File: config.mk
export PLATFORM = sky130hd
export DESIGN_NAME = ptw_top
export DESIGN_NICKNAME = d
export VERILOG_FILES = /design/src/rtl/ptw_pkg.sv /design/src/rtl/ptw_base_reg.sv /design/src/rtl/ptw_perm_check.sv /design/src/rtl/ptw_walk_ctrl.sv /design/src/rtl/ptw_top.sv
export SDC_FILE = /design/constraint.sdc
export NUM_CORES = 1
export LEC_CHECK = 0
export ABC_AREA = 1
export BUFFER_PORTS_ARGS = -buffer_cell sky130_fd_sc_hd__buf_2
export CAP_MARGIN = 20
export CORE_ASPECT_RATIO = 1.1
export CORE_MARGIN = 3
export CORE_UTILIZATION = 51
export DETAILED_ROUTE_END_ITERATION = 12
export GPL_ROUTABILITY_DRIVEN = 0
export PLACE_DENSITY = 0.78
export SYNTH_ARGS = -nofsm -noshare
export SYNTH_HDL_FRONTEND = slang
export SYNTH_HIERARCHICAL = 1
export SYNTH_SLANG_ARGS = --single-unit
export TNS_END_PERCENT = 1
File: constraint.sdc
create_clock -name clk -period 2.2 [get_ports clk]
set_input_delay 0.22 -clock clk [delete_from_list [all_inputs] [get_ports clk]]
set_output_delay 0.22 -clock clk [all_outputs]
set_load 0.05 [all_outputs]
File: src/rtl/ptw_pkg.sv
package ptw_pkg;

  typedef enum logic [1:0] {
    ST_IDLE     = 2'd0,
    ST_RD_PRI   = 2'd1,
    ST_RD_SEC   = 2'd2,
    ST_RESP     = 2'd3
  } walk_state_e;

  typedef enum logic [2:0] {
    CAUSE_NONE       = 3'd0,
    CAUSE_PRI_ABSENT = 3'd1,
    CAUSE_SEC_ABSENT = 3'd2,
    CAUSE_WRITE_PROT = 3'd3,
    CAUSE_PRIV       = 3'd4
  } fault_cause_e;

  // entry flag bit positions
  localparam int unsigned FLG_PRESENT = 0;
  localparam int unsigned FLG_WRITE   = 1;
  localparam int unsigned FLG_USER    = 2;

endpackage

File: src/rtl/ptw_base_reg.sv
module ptw_base_reg #(
  parameter int unsigned PA_W  = 32,
  parameter int unsigned OFF_W = 12
) (
  input  logic                    clk,
  input  logic                    rst_n,
  input  logic                    wr_en,
  input  logic [PA_W-1:0]         wr_data,
  output logic [PA_W-OFF_W-1:0]   frame_o
);

  localparam int unsigned FRAME_W = PA_W - OFF_W;

  logic [FRAME_W-1:0] frame_q;
  logic               unused_low_bits;

  assign unused_low_bits = ^wr_data[OFF_W-1:0];

  always_ff @(posedge clk) begin
    if (!rst_n) begin
      frame_q <= '0;
    end else if (wr_en) begin
      frame_q <= wr_data[PA_W-1:OFF_W];
    end
  end

  assign frame_o = frame_q;

endmodule

File: src/rtl/ptw_perm_check.sv
module ptw_perm_check
  import ptw_pkg::*;
(
  input  logic         sec_present,
  input  logic         pri_write_ok,
  input  logic         pri_user_ok,
  input  logic         sec_write_ok,
  input  logic         sec_user_ok,
  input  logic         acc_write,
  input  logic         acc_user,
  output fault_cause_e cause
);

  logic eff_write_ok;
  logic eff_user_ok;

  assign eff_write_ok = pri_write_ok & sec_write_ok;
  assign eff_user_ok  = pri_user_ok & sec_user_ok;

  // privilege is judged before write protection
  always_comb begin
    if (!sec_present) begin
      cause = CAUSE_SEC_ABSENT;
    end else if (acc_user && !eff_user_ok) begin
      cause = CAUSE_PRIV;
    end else if (acc_write && !eff_write_ok) begin
      cause = CAUSE_WRITE_PROT;
    end else begin
      cause = CAUSE_NONE;
    end
  end

endmodule

File: src/rtl/ptw_walk_ctrl.sv
module ptw_walk_ctrl
  import ptw_pkg::*;
#(
  parameter int unsigned VA_W      = 32,
  parameter int unsigned PA_W      = 32,
  parameter int unsigned OFF_W     = 12,
  parameter int unsigned PRI_IDX_W = 10
) (
  input  logic                   clk,
  input  logic                   rst_n,
  input  logic [PA_W-OFF_W-1:0]  base_frame,
  input  logic                   req_valid,
  output logic                   req_ready,
  input  logic [VA_W-1:0]        req_vaddr,
  input  logic                   req_write,
  input  logic                   req_user,
  output logic                   rsp_valid,
  input  logic                   rsp_ready,
  output logic [PA_W-1:0]        rsp_paddr,
  output logic [2:0]             rsp_cause,
  output logic                   mem_req_valid,
  input  logic                   mem_req_ready,
  output logic [PA_W-1:0]        mem_req_addr,
  input  logic                   mem_rsp_valid,
  output logic                   mem_rsp_ready,
  input  logic [PA_W-1:0]        mem_rsp_data,
  output logic                   chk_sec_present,
  output logic                   chk_pri_write,
  output logic                   chk_pri_user,
  output logic                   chk_sec_write,
  output logic                   chk_sec_user,
  output logic                   chk_acc_write,
  output logic                   chk_acc_user,
  input  fault_cause_e           chk_cause
);

  localparam int unsigned FRAME_W   = PA_W - OFF_W;
  localparam int unsigned SEC_IDX_W = VA_W - OFF_W - PRI_IDX_W;
  localparam int unsigned PRI_LO    = OFF_W + SEC_IDX_W;
  localparam int unsigned ENT_LOG2  = $clog2(PA_W / 8);

  walk_state_e              state_q;
  logic                     issued_q;
  logic [VA_W-1:0]          va_q;
  logic                     wr_q;
  logic                     usr_q;
  logic [FRAME_W-1:0]       tbl_frame_q;
  logic [FRAME_W-1:0]       sec_frame_q;
  logic                     pri_wr_q;
  logic                     pri_us_q;
  logic [PA_W-1:0]          paddr_q;
  fault_cause_e             cause_q;

  logic [PRI_IDX_W-1:0]     pri_idx;
  logic [SEC_IDX_W-1:0]     sec_idx;
  logic [OFF_W-1:0]         page_off;
  logic                     reading;
  logic                     req_fire;
  logic                     mreq_fire;
  logic                     mrsp_fire;
  logic                     rsp_fire;
  logic                     unused_entry_bits;

  assign pri_idx  = va_q[VA_W-1:PRI_LO];
  assign sec_idx  = va_q[PRI_LO-1:OFF_W];
  assign page_off = va_q[OFF_W-1:0];

  assign unused_entry_bits = ^mem_rsp_data[OFF_W-1:FLG_USER+1];

  assign reading   = (state_q == ST_RD_PRI) || (state_q == ST_RD_SEC);
  assign req_ready = (state_q == ST_IDLE);
  assign req_fire  = req_valid && req_ready;

  assign mem_req_valid = reading && !issued_q;
  assign mem_rsp_ready = reading && issued_q;
  assign mreq_fire     = mem_req_valid && mem_req_ready;
  assign mrsp_fire     = mem_rsp_valid && mem_rsp_ready;

  always_comb begin
    if (state_q == ST_RD_SEC) begin
      mem_req_addr = {sec_frame_q, {OFF_W{1'b0}}} | (PA_W'(sec_idx) << ENT_LOG2);
    end else begin
      mem_req_addr = {tbl_frame_q, {OFF_W{1'b0}}} | (PA_W'(pri_idx) << ENT_LOG2);
    end
  end

  // operands for the permission checker
  assign chk_sec_present = mem_rsp_data[FLG_PRESENT];
  assign chk_sec_write   = mem_rsp_data[FLG_WRITE];
  assign chk_sec_user    = mem_rsp_data[FLG_USER];
  assign chk_pri_write   = pri_wr_q;
  assign chk_pri_user    = pri_us_q;
  assign chk_acc_write   = wr_q;
  assign chk_acc_user    = usr_q;

  assign rsp_valid = (state_q == ST_RESP);
  assign rsp_fire  = rsp_valid && rsp_ready;
  assign rsp_paddr = paddr_q;
  assign rsp_cause = cause_q;

  always_ff @(posedge clk) begin
    if (!rst_n) begin
      state_q     <= ST_IDLE;
      issued_q    <= 1'b0;
      va_q        <= '0;
      wr_q        <= 1'b0;
      usr_q       <= 1'b0;
      tbl_frame_q <= '0;
      sec_frame_q <= '0;
      pri_wr_q    <= 1'b0;
      pri_us_q    <= 1'b0;
      paddr_q     <= '0;
      cause_q     <= CAUSE_NONE;
    end else begin
      unique case (state_q)
        ST_IDLE: begin
          if (req_fire) begin
            va_q        <= req_vaddr;
            wr_q        <= req_write;
            usr_q       <= req_user;
            tbl_frame_q <= base_frame;
            issued_q    <= 1'b0;
            state_q     <= ST_RD_PRI;
          end
        end
        ST_RD_PRI: begin
          if (mreq_fire) begin
            issued_q <= 1'b1;
          end
          if (mrsp_fire) begin
            issued_q <= 1'b0;
            if (!mem_rsp_data[FLG_PRESENT]) begin
              cause_q <= CAUSE_PRI_ABSENT;
              paddr_q <= '0;
              state_q <= ST_RESP;
            end else begin
              sec_frame_q <= mem_rsp_data[PA_W-1:OFF_W];
              pri_wr_q    <= mem_rsp_data[FLG_WRITE];
              pri_us_q    <= mem_rsp_data[FLG_USER];
              state_q     <= ST_RD_SEC;
            end
          end
        end
        ST_RD_SEC: begin
          if (mreq_fire) begin
            issued_q <= 1'b1;
          end
          if (mrsp_fire) begin
            issued_q <= 1'b0;
            cause_q  <= chk_cause;
            if (chk_cause == CAUSE_NONE) begin
              paddr_q <= {mem_rsp_data[PA_W-1:OFF_W], page_off};
            end else begin
              paddr_q <= '0;
            end
            state_q <= ST_RESP;
          end
        end
        ST_RESP: begin
          if (rsp_fire) begin
            state_q <= ST_IDLE;
          end
        end
        default: state_q <= ST_IDLE;
      endcase
    end
  end

  // once accepted, no second request until answered
  a_r10_busy_after_accept: assert property (@(posedge clk) disable iff (!rst_n)
    req_fire |=> !req_ready);

  // response held under back-pressure
  a_r10_rsp_hold: assert property (@(posedge clk) disable iff (!rst_n)
    (rsp_valid && !rsp_ready) |=> (rsp_valid && $stable(rsp_paddr) && $stable(rsp_cause)));

  // read request held until accepted
  a_r11_memreq_hold: assert property (@(posedge clk) disable iff (!rst_n)
    (mem_req_valid && !mem_req_ready) |=> (mem_req_valid && $stable(mem_req_addr)));

  // a single read outstanding
  a_r11_one_outstanding: assert property (@(posedge clk) disable iff (!rst_n)
    mreq_fire |=> !mem_req_valid);

  // faults carry a zero address
  a_r5_fault_zero_addr: assert property (@(posedge clk) disable iff (!rst_n)
    (rsp_valid && rsp_cause != 3'd0) |-> (rsp_paddr == '0));

  // privilege faults only for user-mode accesses
  a_r7_priv_needs_user: assert property (@(posedge clk) disable iff (!rst_n)
    (rsp_valid && rsp_cause == 3'd4) |-> usr_q);

  // write-protection faults only for writes
  a_r8_wprot_needs_write: assert property (@(posedge clk) disable iff (!rst_n)
    (rsp_valid && rsp_cause == 3'd3) |-> wr_q);

  // a primary miss goes straight to the response
  a_r5_no_second_read: assert property (@(posedge clk) disable iff (!rst_n)
    (state_q == ST_RD_PRI && mrsp_fire && !mem_rsp_data[FLG_PRESENT]) |=> (rsp_valid && !mem_req_valid));

endmodule

File: src/rtl/ptw_top.sv
module ptw_top
  import ptw_pkg::*;
#(
  parameter int unsigned VA_W      = 32,
  parameter int unsigned PA_W      = 32,
  parameter int unsigned OFF_W     = 12,
  parameter int unsigned PRI_IDX_W = 10
) (
  input  logic             clk,
  input  logic             rst_n,
  input  logic             base_we,
  input  logic [PA_W-1:0]  base_wdata,
  input  logic             req_valid,
  output logic             req_ready,
  input  logic [VA_W-1:0]  req_vaddr,
  input  logic             req_write,
  input  logic             req_user,
  output logic             rsp_valid,
  input  logic             rsp_ready,
  output logic [PA_W-1:0]  rsp_paddr,
  output logic [2:0]       rsp_cause,
  output logic             mem_req_valid,
  input  logic             mem_req_ready,
  output logic [PA_W-1:0]  mem_req_addr,
  input  logic             mem_rsp_valid,
  output logic             mem_rsp_ready,
  input  logic [PA_W-1:0]  mem_rsp_data
);

  localparam int unsigned FRAME_W = PA_W - OFF_W;

  logic [FRAME_W-1:0] base_frame;
  logic               c_sec_present;
  logic               c_pri_write;
  logic               c_pri_user;
  logic               c_sec_write;
  logic               c_sec_user;
  logic               c_acc_write;
  logic               c_acc_user;
  fault_cause_e       c_cause;

  ptw_base_reg #(
    .PA_W  (PA_W),
    .OFF_W (OFF_W)
  ) u_base (
    .clk     (clk),
    .rst_n   (rst_n),
    .wr_en   (base_we),
    .wr_data (base_wdata),
    .frame_o (base_frame)
  );

  ptw_perm_check u_perm (
    .sec_present  (c_sec_present),
    .pri_write_ok (c_pri_write),
    .pri_user_ok  (c_pri_user),
    .sec_write_ok (c_sec_write),
    .sec_user_ok  (c_sec_user),
    .acc_write    (c_acc_write),
    .acc_user     (c_acc_user),
    .cause        (c_cause)
  );

  ptw_walk_ctrl #(
    .VA_W      (VA_W),
    .PA_W      (PA_W),
    .OFF_W     (OFF_W),
    .PRI_IDX_W (PRI_IDX_W)
  ) u_walk (
    .clk             (clk),
    .rst_n           (rst_n),
    .base_frame      (base_frame),
    .req_valid       (req_valid),
    .req_ready       (req_ready),
    .req_vaddr       (req_vaddr),
    .req_write       (req_write),
    .req_user        (req_user),
    .rsp_valid       (rsp_valid),
    .rsp_ready       (rsp_ready),
    .rsp_paddr       (rsp_paddr),
    .rsp_cause       (rsp_cause),
    .mem_req_valid   (mem_req_valid),
    .mem_req_ready   (mem_req_ready),
    .mem_req_addr    (mem_req_addr),
    .mem_rsp_valid   (mem_rsp_valid),
    .mem_rsp_ready   (mem_rsp_ready),
    .mem_rsp_data    (mem_rsp_data),
    .chk_sec_present (c_sec_present),
    .chk_pri_write   (c_pri_write),
    .chk_pri_user    (c_pri_user),
    .chk_sec_write   (c_sec_write),
    .chk_sec_user    (c_sec_user),
    .chk_acc_write   (c_acc_write),
    .chk_acc_user    (c_acc_user),
    .chk_cause       (c_cause)
  );

  // nothing is requested from memory without a pending translation
  a_r1_idle_quiet: assert property (@(posedge clk) disable iff (!rst_n)
    req_ready |-> (!mem_req_valid && !rsp_valid));

  // the base register follows its write port
  a_r9_base_load: assert property (@(posedge clk) disable iff (!rst_n)
    base_we |=> (base_frame == $past(base_wdata[PA_W-1:OFF_W])));

endmodule

Word-level counts from Yosys, hierarchy flattened:

Index checks and enable logic that the tools add are counted.

* memory bits (read-only): 0
* memories kept: 0
* bits in registers: 134
* bits in writable memories: 0
* word-level logic and storage cells: 70
* input port bits: 105
* latch bits: 0

* mux-type cells: 23
* $lt $le $gt $ge: 0
* shift-type cells: 0
* multipliers: 0
* reductions and logical operators: 22
* divide/modulo/power cells: 0
* $add $sub $neg: 0
* bitwise logic cells: 4
* equal/unequal tests: 9

Operators with widths (count)
* 32-bit two-way mux: 5
* 32-bit by 12-bit OR with 32-bit output: 2
* 32-bit case mux with 2 select lines: 1
* 3-bit two-way mux: 5
* 2-bit two-way mux: 5
* 1-bit logical AND: 8
* 2-bit case mux with 4 select lines: 1
* 4-bit AND reduction: 2
* 2-bit != test, second input constant: 3
* 3-bit case mux with 2 select lines: 1
* 3-bit AND reduction: 2
* 2-bit == test, second input constant: 2
* 1-bit two-way mux: 4
* 2-bit by 1-bit != test with 1-bit output, second input constant: 2
* 2-bit nonzero test: 2
* 1-bit logical NOT: 3
* 3-bit logical NOT: 1
* 3-bit by 1-bit != test with 1-bit output, second input constant: 1
* 1-bit AND: 2
* 2-bit by 1-bit == test with 1-bit output, second input constant: 1
* 2-bit logical NOT: 1
* 1-bit case mux with 2 select lines: 1
* 2-bit AND reduction: 1
* 2-bit OR reduction: 1
* 1-bit logical OR: 1

Depth between registers and ports, before layout:

Gate-level depths: netlist of the first run.

* depth after elaboration: 10
* depth in mapped cells: 11
* mapped depth without buffers: 9

Cells and area by module:

Netlist of the first run, hierarchy kept.

Modules (own cells, without submodules)
* ptw_walk_ctrl: cells each 710, times used 1, seq. area each 2282.2 um^2, area each 4850.9 um^2
* ptw_base_reg: cells each 126, times used 1, seq. area each 400.4 um^2, area each 830.8 um^2
* ptw_perm_check: cells each 9, times used 1, seq. area each 0.0 um^2, area each 41.3 um^2

Worst setup path after synthesis of the first run:

Ideal clock, no wire load.

* kind: flip-flop to output port
* from: register u_walk.state_q[0]
* to: output mem_req_addr[10]
* data required time: 1.980 ns
* path slack: 0.341 ns
* arrival time: 1.639 ns
* stages on the path, launching flop included: 8
* buffers on the path: 2
* path through: dfxtp_1 inv_1 ha_1 inv_2 buf_2 clkbuf_1 nand2_1 nand2_1

* word-level cells in the longest chain between the ends: 2

RTL lines
* from (decl): line ptw_walk_ctrl.sv:42 `walk_state_e state_q;`
* from (signal assigned): line ptw_walk_ctrl.sv:103 `state_q <= ST_IDLE;`
* from (signal assigned): line ptw_walk_ctrl.sv:123 `state_q <= ST_RD_PRI;`
* from (signal assigned): line ptw_walk_ctrl.sv:135 `state_q <= ST_RESP;`
* 2-bit == test: line ptw_walk_ctrl.sv:80 `if (state_q == ST_RD_SEC) begin`
* 32-bit two-way mux: line ptw_walk_ctrl.sv:80
* to (decl): line ptw_top.sv:24 `output logic [PA_W-1:0] mem_req_addr,`

Every way passes these cells.

Worst setup path in the final report of the first run:

* from: register u_walk.state_q[0]
* to: output mem_req_addr[29]

Same word-level chain as after synthesis.

==> flow_summary_export.csv, run 1 <==
group,metric,value,unit
synth,syn_inst,845,
power_and_ir_drop,ir_worst_vdd,0.605,mV
worst_setup_path,reg2reg_slack,0.30,ns
sta,fmax,477,MHz
min_path,holdPathStages,3,
worst_setup_path,crit_path_max_incr_delay,0.35,ns
clocking,cts_tree,"done",
sta,slew_viol_final,0,
worst_setup_path,crit_fanout,30,
synth,synth_area,5720,um2
detailed_routing,avgViaCountPerCell,4.79,
sta,rsz0062_at_grt,"no",
worst_setup_path,cp_common_cell,"nand2_1",
worst_setup_path,crit_path_start_kind,"flop",
detailed_routing,drtAntennaViolNets,0,
grt,grt_overflow,0,
worst_setup_path,end_kind,"output port",
synth,syn_avg_cell_area,6.77,um2
place,port_buffers,152,
clocking,root_buffer,"clkbuf_16",
sta,fin_skew,0.00650,ns
floorplan,num_io_pins,176,
detailed_routing,drtPass1Iterations,5,
worst_setup_path,critPathBufInv,3,
worst_setup_path,cp_data_arrival_time,1.88,ns
min_path,hold_path_end,"u_walk/sec_frame_q[19]$_SDFFE_PN0P_",
worst_setup_path,crit_required,1.98,ns
run,drv_cap,0,
floorplan,core,10700,um2
clocking,post_cts_buffers,0,
clocking,cts.clk_slew.worst_paths,0.05,ns
worst_setup_path,rr_startpoint,"u_walk/state_q[1]$_SDFFE_PN0P_",
floorplan,die_y,117,um
floorplan,dieWidth,107,um
power_and_ir_drop,leakage,3.56,nW
worst_setup_path,critPathSlowestCell,"dfxtp_2",
floorplan,placementRows,39,
power_and_ir_drop,cellPowerDensity,1210,nW/um2
sta,timing.final.crit_share,95.4,%
sta,setup_viol,0,
detailed_routing,drt-initial-drc-count,304,
clocking,cts_buffers,17,
floorplan,die-area,12500,um2
grt,grt_pass1_wl,22400,um
synth,ys_seq_area_share,46.9,%
worst_setup_path,path_delay_family,"buffers and inverters",
grt,grt_max_degree,70,
clocking,clock_latency,0.40,ns
min_path,holdCritPathClass,"input pin to flop",
finish,drive_gt1_share,20.7,%
detailed_routing,wl_per_cell,12.3,um
clocking,cts_max_level,4,
finish,area_growth,24.4,%
sta,fin_setup_tns,0,ns
detailed_routing,drc_errors,0,
clocking,clock_sinks,134,
detailed_routing,totalWireLength,13800,um
min_path,hp-start,"mem_rsp_data[31]",
power_and_ir_drop,power.total,8.62,mW
floorplan,initial_core_util,53.6,%
sta,min_period,2.10,ns
finish,n_fill_cell,997,
grt,antenna_found_initial,1,
worst_setup_path,crit_type,"flop to output port",
synth,ys_seq_elements,134,
worst_setup_path,crit_cells,6,
finish,nets,1080,
sta,worst_pin_slew,0.952,ns
synth,synth.distinct_cells,20,
sta,finalHoldViolCount,0,
worst_setup_path,timing.rr.end,"u_walk/rsp_paddr[16]$_SDFFE_PN0P_",
detailed_routing,dr_total_vias,5378,
synth,yosys_warnings,6,
clocking,postCtsHoldBufs,0,
place,dp_hpwl,9450,um
grt,grt_use_total,22.3,%
worst_setup_path,rr_worst_depth,8,
outcome,status,"finished clean",
grt,grt_pass1_vias,4768,
worst_setup_path,cp_cell_sequence,"inv_1, ha_2, buf_8, nand2_1, nand2_1, buf_2",
clocking,cts_buffer_depth,2,
sta,relSlewSlack,36.6,%
## flip-flops by register name (all words and copies together) (netlist names), 2 cells and up
register,flops
u_walk/rsp_paddr,32
u_walk/sec_frame_q,20
u_walk/tbl_frame_q,20
u_walk/va_q,32
u_walk/state_q,2
u_base/frame_o,20
u_walk/rsp_cause,3
## how the worst max path moves through the flow
stage / from / end / slack [ns]
finish: u_walk/state_q[0]$_SDFFE_PN0P_ / mem_req_addr[29] / 0.10
global route: u_walk/state_q[0]$_SDFFE_PN0P_ / mem_req_addr[28] / 0.005
CTS: u_walk/state_q[0]$_SDFFE_PN0P_ / mem_req_addr[31] / 0.01
detailed placement: u_walk/state_q[0]$_SDFFE_PN0P_ / u_walk/rsp_paddr[16]$_SDFFE_PN0P_ / 0.27
global placement: u_walk/state_q[0]$_SDFFE_PN0P_ / u_walk/rsp_paddr[29]$_SDFFE_PN0P_ / 0.34
floorplan: u_walk/state_q[0]$_SDFFE_PN0P_ / mem_req_addr[10] / 0.34
## per-layer routing
layer	part of all wire, %	GRT usage (%)	up-vias
met5	0	0	-
met4	0.94	7.33	0
met3	4.8	4.00	9
met2	46	35.9	134
met1	48	30.5	2364
li1	-	-	2871
## layout by cell type, fill, tap and decap left out, drive strengths merged
cell type / n
conb: 2
clkinvlp: 2
nand2: 184
a21oi: 5
nor2: 265
clkbuf: 22
bufinv: 3
diode: 1
buf: 162
o21ai: 112
dfxtp: 134
ha: 6
clkinv: 4
nand3: 39
inv: 39
## where the power goes
part	total [mW]	internal (mW)	switching, mW
combinational	2.87	0.794	2.08
sequential	2.96	2.77	0.190
clock	2.79	1.82	0.976
total	8.62	5.38	3.24
## cell usage after synthesis (all sizes together)
library cell	instances	share of area, %
conb	1	0.066
nand3	39	3.6
nand2	184	12
o21ai	112	9.8
inv	39	2.6
clkbuf	26	1.7
a21oi	5	0.50
buf	34	3.8
dfxtp	134	47
nor2	265	18
ha	6	1.3
## layout make-up
cell class,instances,area (um2),area share (%)
sequential,134,2680,37.7
antenna,1,2.50,0.0351
clock inverter,9,129,1.81
clock buffer,20,457,6.41
inverter,39,149,2.09
tap,143,179,2.51
timing repair buffer,164,933,13.1
multi-input combinational,613,2590,36.3
## stage by stage
stage	area, um2	hold slack (ns)	util, %	instances	setup slack [ns]
global route	7120	0.0641	66.6	1123	0.00483
CTS	7110	0.0485	66.5	1122	0.0136
detailed placement	6480	0.460	60.7	1093	0.271
finish	7120	0.0662	66.6	1123	0.102
global placement	6480	0.451	60.7	1093	0.338
floorplan	5730	0.355	-	846	0.341
## cell families (layout without fill, tap and decap cells)
kind of cell | after synthesis | count (layout) | synth area share [%]
compound gates | 117 | 117 | 10.3
fa+ha+maj | 6 | 6 | 1.31
buf+inv | 99 | 232 | 8.07
flops | 134 | 134 | 46.9
other cells | 1 | 3 | 0.0655
simple gates | 488 | 488 | 33.4
## repair_timing
item                                    in CTS  in global routing
endpoints found under the hold margin        0                  0
endpoints found under the setup margin      30                 30
gates resized for setup                     16                  3
## worst reg2reg max path, delay by kind of cell (launching register included)
family / cells / cell delay [ns]
buf+inv: 2 / 0.37
fa+ha+maj: 1 / 0.41
compound gates: 1 / 0.17
flops: 1 / 0.43
simple gates: 4 / 0.43
No activity file was read; power rests on OpenSTA's default activity.
==> run 2, diff against run 1 <==
--- a/config.mk
+++ b/config.mk
@@ -5,15 +5,14 @@
 export SDC_FILE = /design/constraint.sdc
 export NUM_CORES = 1
 export LEC_CHECK = 0
-export ABC_AREA = 1
 export BUFFER_PORTS_ARGS = -buffer_cell sky130_fd_sc_hd__buf_2
 export CAP_MARGIN = 20
 export CORE_ASPECT_RATIO = 1.1
 export CORE_MARGIN = 3
-export CORE_UTILIZATION = 51
+export CORE_UTILIZATION = 45
 export DETAILED_ROUTE_END_ITERATION = 12
 export GPL_ROUTABILITY_DRIVEN = 0
-export PLACE_DENSITY = 0.78
+export PLACE_DENSITY = 0.74
 export SYNTH_ARGS = -nofsm -noshare
 export SYNTH_HDL_FRONTEND = slang
 export SYNTH_HIERARCHICAL = 1
==> constraint.sdc (replaced) <==
create_clock -name clk -period 1.7 [get_ports clk]
set_input_delay 0.17 -clock clk [delete_from_list [all_inputs] [get_ports clk]]
set_output_delay 0.17 -clock clk [all_outputs]
set_load 0.05 [all_outputs]
==> run 2 against run 1 <==
Compared with the run above: the run now ends with negative setup slack left; utilization is 0.72 points higher; global-route usage rose by 0.78 points; worst hold slack worse by 0.051 ns; sequential power up 19%; synthesized cell count is 25% lower; sequential share of layout area shrank 3.1 points; critical path depth is the same; clock skew up 0.0027 ns; non-clock buffer count increased by 36; cell area increased by 9.2%; clock power increased by 36%; critical path type unchanged; largest cell class unchanged; largest power group is now clock.
==> flow_summary_export.csv, run 2 <==
group,metric,value,unit
clocking,clock_sinks,134,
min_path,hp-start,"req_write",
floorplan,placementRows,41,
run,drv_cap,0,
sta,fin_setup_tns,-6.77,ns
clocking,cts.clk_slew.worst_paths,0.06,ns
finish,mostFrequentLayoutCells,"nand2_1, dfxtp_1, buf_2",
worst_setup_path,cp_cell_sequence,"inv_2, ha_4, buf_12, clkbuf_16, mux2_4, buf_8",
grt,use_met2,38.9,%
worst_setup_path,crit_path_max_incr_delay,0.34,ns
grt,busiest_layer,"met2",
synth,synthArstFlopShare,0,%
detailed_routing,totalWireLength,15700,um
finish,nets,912,
min_path,hold_path_end,"u_walk/chk_acc_write$_SDFFE_PN0P_",
synth,synthFlopType,"dfxtp_1",
grt,grt_max_degree,55,
floorplan,dieWidth,110,um
place,dp_hpwl,9700,um
detailed_routing,dr_total_vias,5023,
synth,yosys-top-cells-area,"dfxtp_1, nand2_1, a21oi_1",
floorplan,die-area,13300,um2
sta,fmax,525,MHz
grt,use_met3,5.55,%
synth,yosysMostFrequentCell,"nand2_1",
detailed_routing,wl_per_cell,16.3,um
min_path,holdPathStages,3,
synth,synth_edf_count,0,
grt,grt_pass1_vias,4969,
worst_setup_path,critPathSlowestCell,"dfxtp_2",
sta,setup_viol,67,
synth,syn_avg_cell_area,8.52,um2
floorplan,core,11500,um2
grt,grt_use_met1,28.2,%
clocking,cts_max_level,4,
synth,synth_common_cells,"nand2_1, dfxtp_1, a21oi_1",
sta,fin_skew,0.00918,ns
synth,synth.distinct_cells,35,
sta,rsz0062_at_grt,"yes",
power_and_ir_drop,ir_worst_vdd,0.805,mV
floorplan,die_y,121,um
detailed_routing,drtAntennaViolNets,0,
power_and_ir_drop,cellPowerDensity,1330,nW/um2
floorplan,initial_core_util,46.5,%
sta,finalHoldViolCount,0,
finish,drive_gt1_share,32.8,%
worst_setup_path,critPathBufInv,4,
synth,ys_seq_area_share,50.0,%
synth,ys_seq_elements,134,
finish,area_growth,44.9,%
worst_setup_path,rr_worst_depth,8,
synth,yosys_warnings,6,
worst_setup_path,cp_data_arrival_time,1.74,ns
worst_setup_path,rr_startpoint,"u_walk/state_q[0]$_SDFFE_PN0P_",
sta,worst_pin_slew,0.576,ns
sta,slew_viol_final,0,
worst_setup_path,reg2reg_slack,-0.15,ns
synth,yosysTopAreaCellShare,50.0,%
synth,synth_area,5370,um2
min_path,holdCritPathClass,"input pin to flop",
place,pre_cts_ws,-0.133,ns
clocking,cts_buffer_depth,2,
sta,relSlewSlack,61.6,%
clocking,cts_tree,"done",
worst_setup_path,path_delay_family,"buffers and inverters",
clocking,root_buffer,"clkbuf_16",
synth,syn_inst,630,
grt,grt_pass1_wl,23900,um
worst_setup_path,end_kind,"output port",
outcome,status,"finished with violations",
worst_setup_path,crit_fanout,5,
place,port_buffers,152,
detailed_routing,drtPass1Iterations,5,
finish,antenna_cells,0,
outcome,failed_checks,"negative setup slack",
detailed_routing,drc_errors,0,
worst_setup_path,crit_required,1.53,ns
sta,min_period,1.91,ns
finish,final_common_cell,"nand2_1",
synth,yosysTopAreaCell,"dfxtp_1",
clocking,clock_latency,0.41,ns
finish,n_fill_cell,872,
clocking,cts_buffers,17,
sta,timing.final.crit_share,112,%
worst_setup_path,crit_type,"flop to output port",
detailed_routing,drt-initial-drc-count,374,
detailed_routing,avgViaCountPerCell,5.22,
grt,grt_use_total,23.0,%
worst_setup_path,crit_path_start_kind,"flop",
worst_setup_path,timing.rr.end,"u_walk/rsp_paddr[25]$_SDFFE_PN0P_",
power_and_ir_drop,leakage,3.20,nW
grt,antenna_found_initial,1,
sta,fin_ws,-0.206,ns
floorplan,num_io_pins,176,
grt,grt_overflow,0,
run 2: cell families after synthesis:
group / count (synthesis) / synth area share [%]
compound gates: 121 / 11.8
fa+ha+maj: 6 / 1.40
buf+inv: 56 / 5.29
flops: 134 / 50.0
mux: 50 / 10.0
other cells: 1 / 0.0699
simple gates: 262 / 21.4
run 2: timing repair:
item                                    CTS  global route
endpoints found under the hold margin    19             0
buffers inserted                          8             1
pin swaps                                18             7
gates cloned                              1             1
hold buffers                             19             0
resized for setup                       107            38
endpoints found under the setup margin   67            91
run 2: area by class of cell:
cell class	count	area (um2)	share of cell area (%)
Clock inverter	11	150	1.93
Sequential cell	134	2690	34.6
Clock buffer	20	467	6.00
Timing Repair Buffer	200	1640	21.1
Tap cell	150	188	2.41
Inverter	7	27.5	0.354
Multi-Input combinational cell	441	2610	33.6
run 2: worst reg2reg max path, stage by stage (launching register included):
cell and delay, ns:
dfxtp_2 0.34, inv_2 0.06, buf_4 0.15, ha_4 0.30, nand3_4 0.09, nor3b_4 0.31, buf_12 0.23, nand3_1 0.11
a21oi_1 0.19
run 2: power by group:
part	total [mW]	leakage, nW	internal (mW)	switching, mW
clock network	3.79	0.298	2.42	1.37
registers	3.53	1.09	3.38	0.150
logic	3.06	1.81	1.32	1.74
total	10.4	3.20	7.12	3.26
run 2: how the worst max path moves through the flow:
stage	from	end	cells after the start
2_1_floorplan	u_walk/state_q[1]$_SDFFE_PN0P_	u_walk/rsp_paddr[10]$_SDFFE_PN0P_	7
3_3_place_gp	u_walk/state_q[1]$_SDFFE_PN0P_	u_walk/rsp_cause[0]$_SDFFE_PN0P_	7
3_5_place_dp	u_walk/state_q[1]$_SDFFE_PN0P_	u_walk/rsp_paddr[25]$_SDFFE_PN0P_	7
4_1_cts	u_walk/state_q[0]$_SDFFE_PN0P_	mem_req_addr[28]	6
5_1_grt	u_walk/state_q[0]$_SDFFE_PN0P_	mem_req_addr[2]	6
6_report	u_walk/state_q[0]$_SDFFE_PN0P_	mem_req_addr[2]	6
run 2: metrics by stage:
stage          cell area [um2]  cells  power, mW  util, %  hold slack [ns]
2_1_floorplan             5370    631       5.19        -            0.306
3_3_place_gp              6370    904       5.82     55.2            0.412
3_5_place_dp              6370    904       5.89     55.2            0.418
4_1_cts                   7640    963       10.2     66.2          0.00190
5_1_grt                   7770    963       10.8     67.3          0.00624
6_report                  7770    963       10.4     67.3           0.0150
run 2: layer usage:
metal	vias up	part of all wire, %
li1	2422	-
met1	2376	41
met2	190	51
met3	33	5.8
met4	2	2.2
met5	-	0.083
==> run 3, diff against run 2 <==
--- a/config.mk
+++ b/config.mk
@@ -13,6 +13,7 @@
 export DETAILED_ROUTE_END_ITERATION = 12
 export GPL_ROUTABILITY_DRIVEN = 0
 export PLACE_DENSITY = 0.74
+export RECOVER_POWER = 100
 export SYNTH_ARGS = -nofsm -noshare
 export SYNTH_HDL_FRONTEND = slang
 export SYNTH_HIERARCHICAL = 1
==> constraint.sdc (replaced) <==
create_clock -name clk -period 1.55 [get_ports clk]
set_input_delay 0.155 -clock clk [delete_from_list [all_inputs] [get_ports clk]]
set_output_delay 0.155 -clock clk [all_outputs]
set_load 0.05 [all_outputs]
==> run 3 against run 2 <==
Compared with the run above: the run still ends with negative setup slack left; sequential power rose by 9.6%; worst setup slack got worse by 0.13 ns; clock power rose by 5.8%; utilization rose by 1.6 points; via count rose by 0.34%; largest power group unchanged.
==> flow_summary_export.csv, run 3 (synthesized netlist as in run 2, its figures left out) <==
group,metric,value,unit
outcome,status,"finished with violations",
outcome,failed_checks,"negative setup slack",
grt,grt_max_degree,57,
detailed_routing,drc_errors,0,
grt,grt_pass1_wl,24200,um
sta,min_period,1.88,ns
clocking,root_buffer,"clkbuf_16",
min_path,hold_path_end,"u_walk/sec_frame_q[19]$_SDFFE_PN0P_",
sta,timing.final.crit_share,121,%
floorplan,dieWidth,110,um
finish,nets,933,
sta,finalHoldViolCount,0,
finish,utilization,69.0,%
detailed_routing,drt-initial-drc-count,338,
worst_setup_path,end_kind,"output port",
worst_setup_path,crit_required,1.39,ns
sta,setup_viol,93,
detailed_routing,wl_per_cell,15.7,um
detailed_routing,avgViaCountPerCell,5.12,
finish,drive_gt1_share,29.9,%
detailed_routing,totalWireLength,15500,um
worst_setup_path,crit_fanout,5,
worst_setup_path,crit_path_start_kind,"flop",
floorplan,placementRows,41,
power_and_ir_drop,ir_worst_vdd,1.26,mV
min_path,hp-start,"mem_rsp_data[31]",
clocking,cts_buffers,17,
power_and_ir_drop,cellPowerDensity,1440,nW/um2
run,drv_cap,0,
sta,worst_pin_slew,1.41,ns
detailed_routing,dr_total_vias,5040,
sta,fin_ws,-0.333,ns
clocking,cts_buffer_depth,2,
finish,final_common_cell,"nand2_1",
sta,fin_skew,0.00776,ns
sta,relSlewSlack,5.79,%
worst_setup_path,cp_data_arrival_time,1.73,ns
worst_setup_path,timing.rr.end,"u_walk/rsp_cause[0]$_SDFFE_PN0P_",
detailed_routing,wl_met2,7780,um
finish,antenna_cells,0,
detailed_routing,wl_met1,6550,um
floorplan,die-area,13300,um2
place,port_buffers,152,
detailed_routing,dr_wl_met3,907,um
worst_setup_path,crit_type,"flop to output port",
worst_setup_path,critPathBufInv,4,
clocking,cts_max_level,4,
detailed_routing,drtPass1Iterations,6,
clocking,clock_latency,0.41,ns
place,dp_hpwl,9720,um
floorplan,initial_core_util,46.5,%
min_path,holdPathStages,3,
worst_setup_path,rr_startpoint,"u_walk/state_q[0]$_SDFFE_PN0P_",
place,pre_cts_ws,-0.144,ns
worst_setup_path,crit_path_max_incr_delay,0.36,ns
detailed_routing,top_layer,"met4",
power_and_ir_drop,leakage,3.13,nW
sta,fmax,531,MHz
grt,grt_overflow,0,
worst_setup_path,reg2reg_slack,-0.17,ns
sta,slew_viol_final,0,
finish,mostFrequentLayoutCells,"nand2_1, dfxtp_1, a21oi_1",
detailed_routing,drtAntennaViolNets,0,
clocking,clock_sinks,134,
sta,rsz0062_at_grt,"yes",
floorplan,die_y,121,um
worst_setup_path,path_delay_family,"buffers and inverters",
finish,area_growth,48.3,%
grt,grt_pass1_vias,4946,
clocking,cts.clk_slew.worst_paths,0.06,ns
floorplan,core,11500,um2
grt,grt_use_total,23.1,%
worst_setup_path,critPathSlowestCell,"dfxtp_4",
clocking,cts_tree,"done",
floorplan,num_io_pins,176,
worst_setup_path,cp_cell_sequence,"inv_4, ha_4, buf_12, clkbuf_16, mux2_4, buf_8",
worst_setup_path,rr_worst_depth,8,
grt,antenna_found_initial,0,
min_path,holdCritPathClass,"input pin to flop",
## run 3: cell types whose count changed in the layout (fill, tap and decap cells not counted), sizes merged
cell,delta
buf,-30
clkbuf,+38
clkinv,+1
clkinvlp,-2
dlygate4sd3,+14
## run 3: routing by layer
| layer | GRT usage [%] | vias to the layer above |
|---|---|---|
| li1 | - | 2467 |
| met1 | 29.1 | 2358 |
| met2 | 39.2 | 190 |
| met3 | 4.91 | 25 |
| met4 | 6.93 | 0 |
| met5 | 0 | - |
## run 3: final cells by class
cell class	instances	area [um2]
clock inverter	10	129
clock buffer	21	460
fill	902	3580
tap	150	188
timing repair buffer	221	1820
multi-input combinational	441	2640
inverter	7	30.0
sequential	134	2690
## run 3: how the worst max path moves through the flow
| stage | endpoint | slack, ns | from | depth (start not counted) |
|---|---|---|---|---|
| after floorplan | u_walk/rsp_paddr[10]$_SDFFE_PN0P_ | -0.002 | u_walk/state_q[1]$_SDFFE_PN0P_ | 7 |
| final | mem_req_addr[25] | -0.33 | u_walk/state_q[0]$_SDFFE_PN0P_ | 6 |
| after global routing | mem_req_addr[25] | -0.38 | u_walk/state_q[0]$_SDFFE_PN0P_ | 6 |
| after global placement | mem_req_addr[14] | -0.10 | u_walk/state_q[0]$_SDFFE_PN0P_ | 5 |
| after detailed placement | mem_req_addr[15] | -0.14 | u_walk/state_q[0]$_SDFFE_PN0P_ | 5 |
| after CTS | mem_req_addr[30] | -0.33 | u_walk/state_q[0]$_SDFFE_PN0P_ | 6 |
## run 3: worst register-to-register path, stage by stage (launching register included)
cell and delay, ns:
dfxtp_4 0.36, inv_4 0.04, buf_4 0.14, ha_4 0.28
nand3_4 0.09, nor3b_4 0.27, buf_4 0.20, nor2_1 0.05
a311oi_1 0.22
## run 3: what timing repair did
| item | in CTS | in global routing |
|---|---|---|
| gates cloned | 2 | 1 |
| pin swaps | 6 | 0 |
| buffers inserted | 6 | 0 |
| resized for setup | 136 | 15 |
| endpoints found under the setup margin | 86 | 91 |
| hold buffers | 33 | 0 |
| hold endpoints to repair | 33 | 0 |
## run 3: metrics by stage
stage	hold WS [ns]	area, um2	power, mW	cells	setup TNS [ns]
final	0.00675	7960	11.4	984	-15.61
after floorplan	0.291	5400	5.76	631	-0.0485
after detailed placement	0.401	6430	6.61	911	-4.61
after global placement	0.396	6430	6.54	911	-1.90
after CTS	0.000196	7930	11.4	983	-15.41
after global routing	0.00734	7960	11.8	984	-24.52
## run 3: report_power, final
part / switching, mW / internal (mW)
sequential: 0.159 / 3.71
clock: 1.42 / 2.59
combinational: 1.95 / 1.59
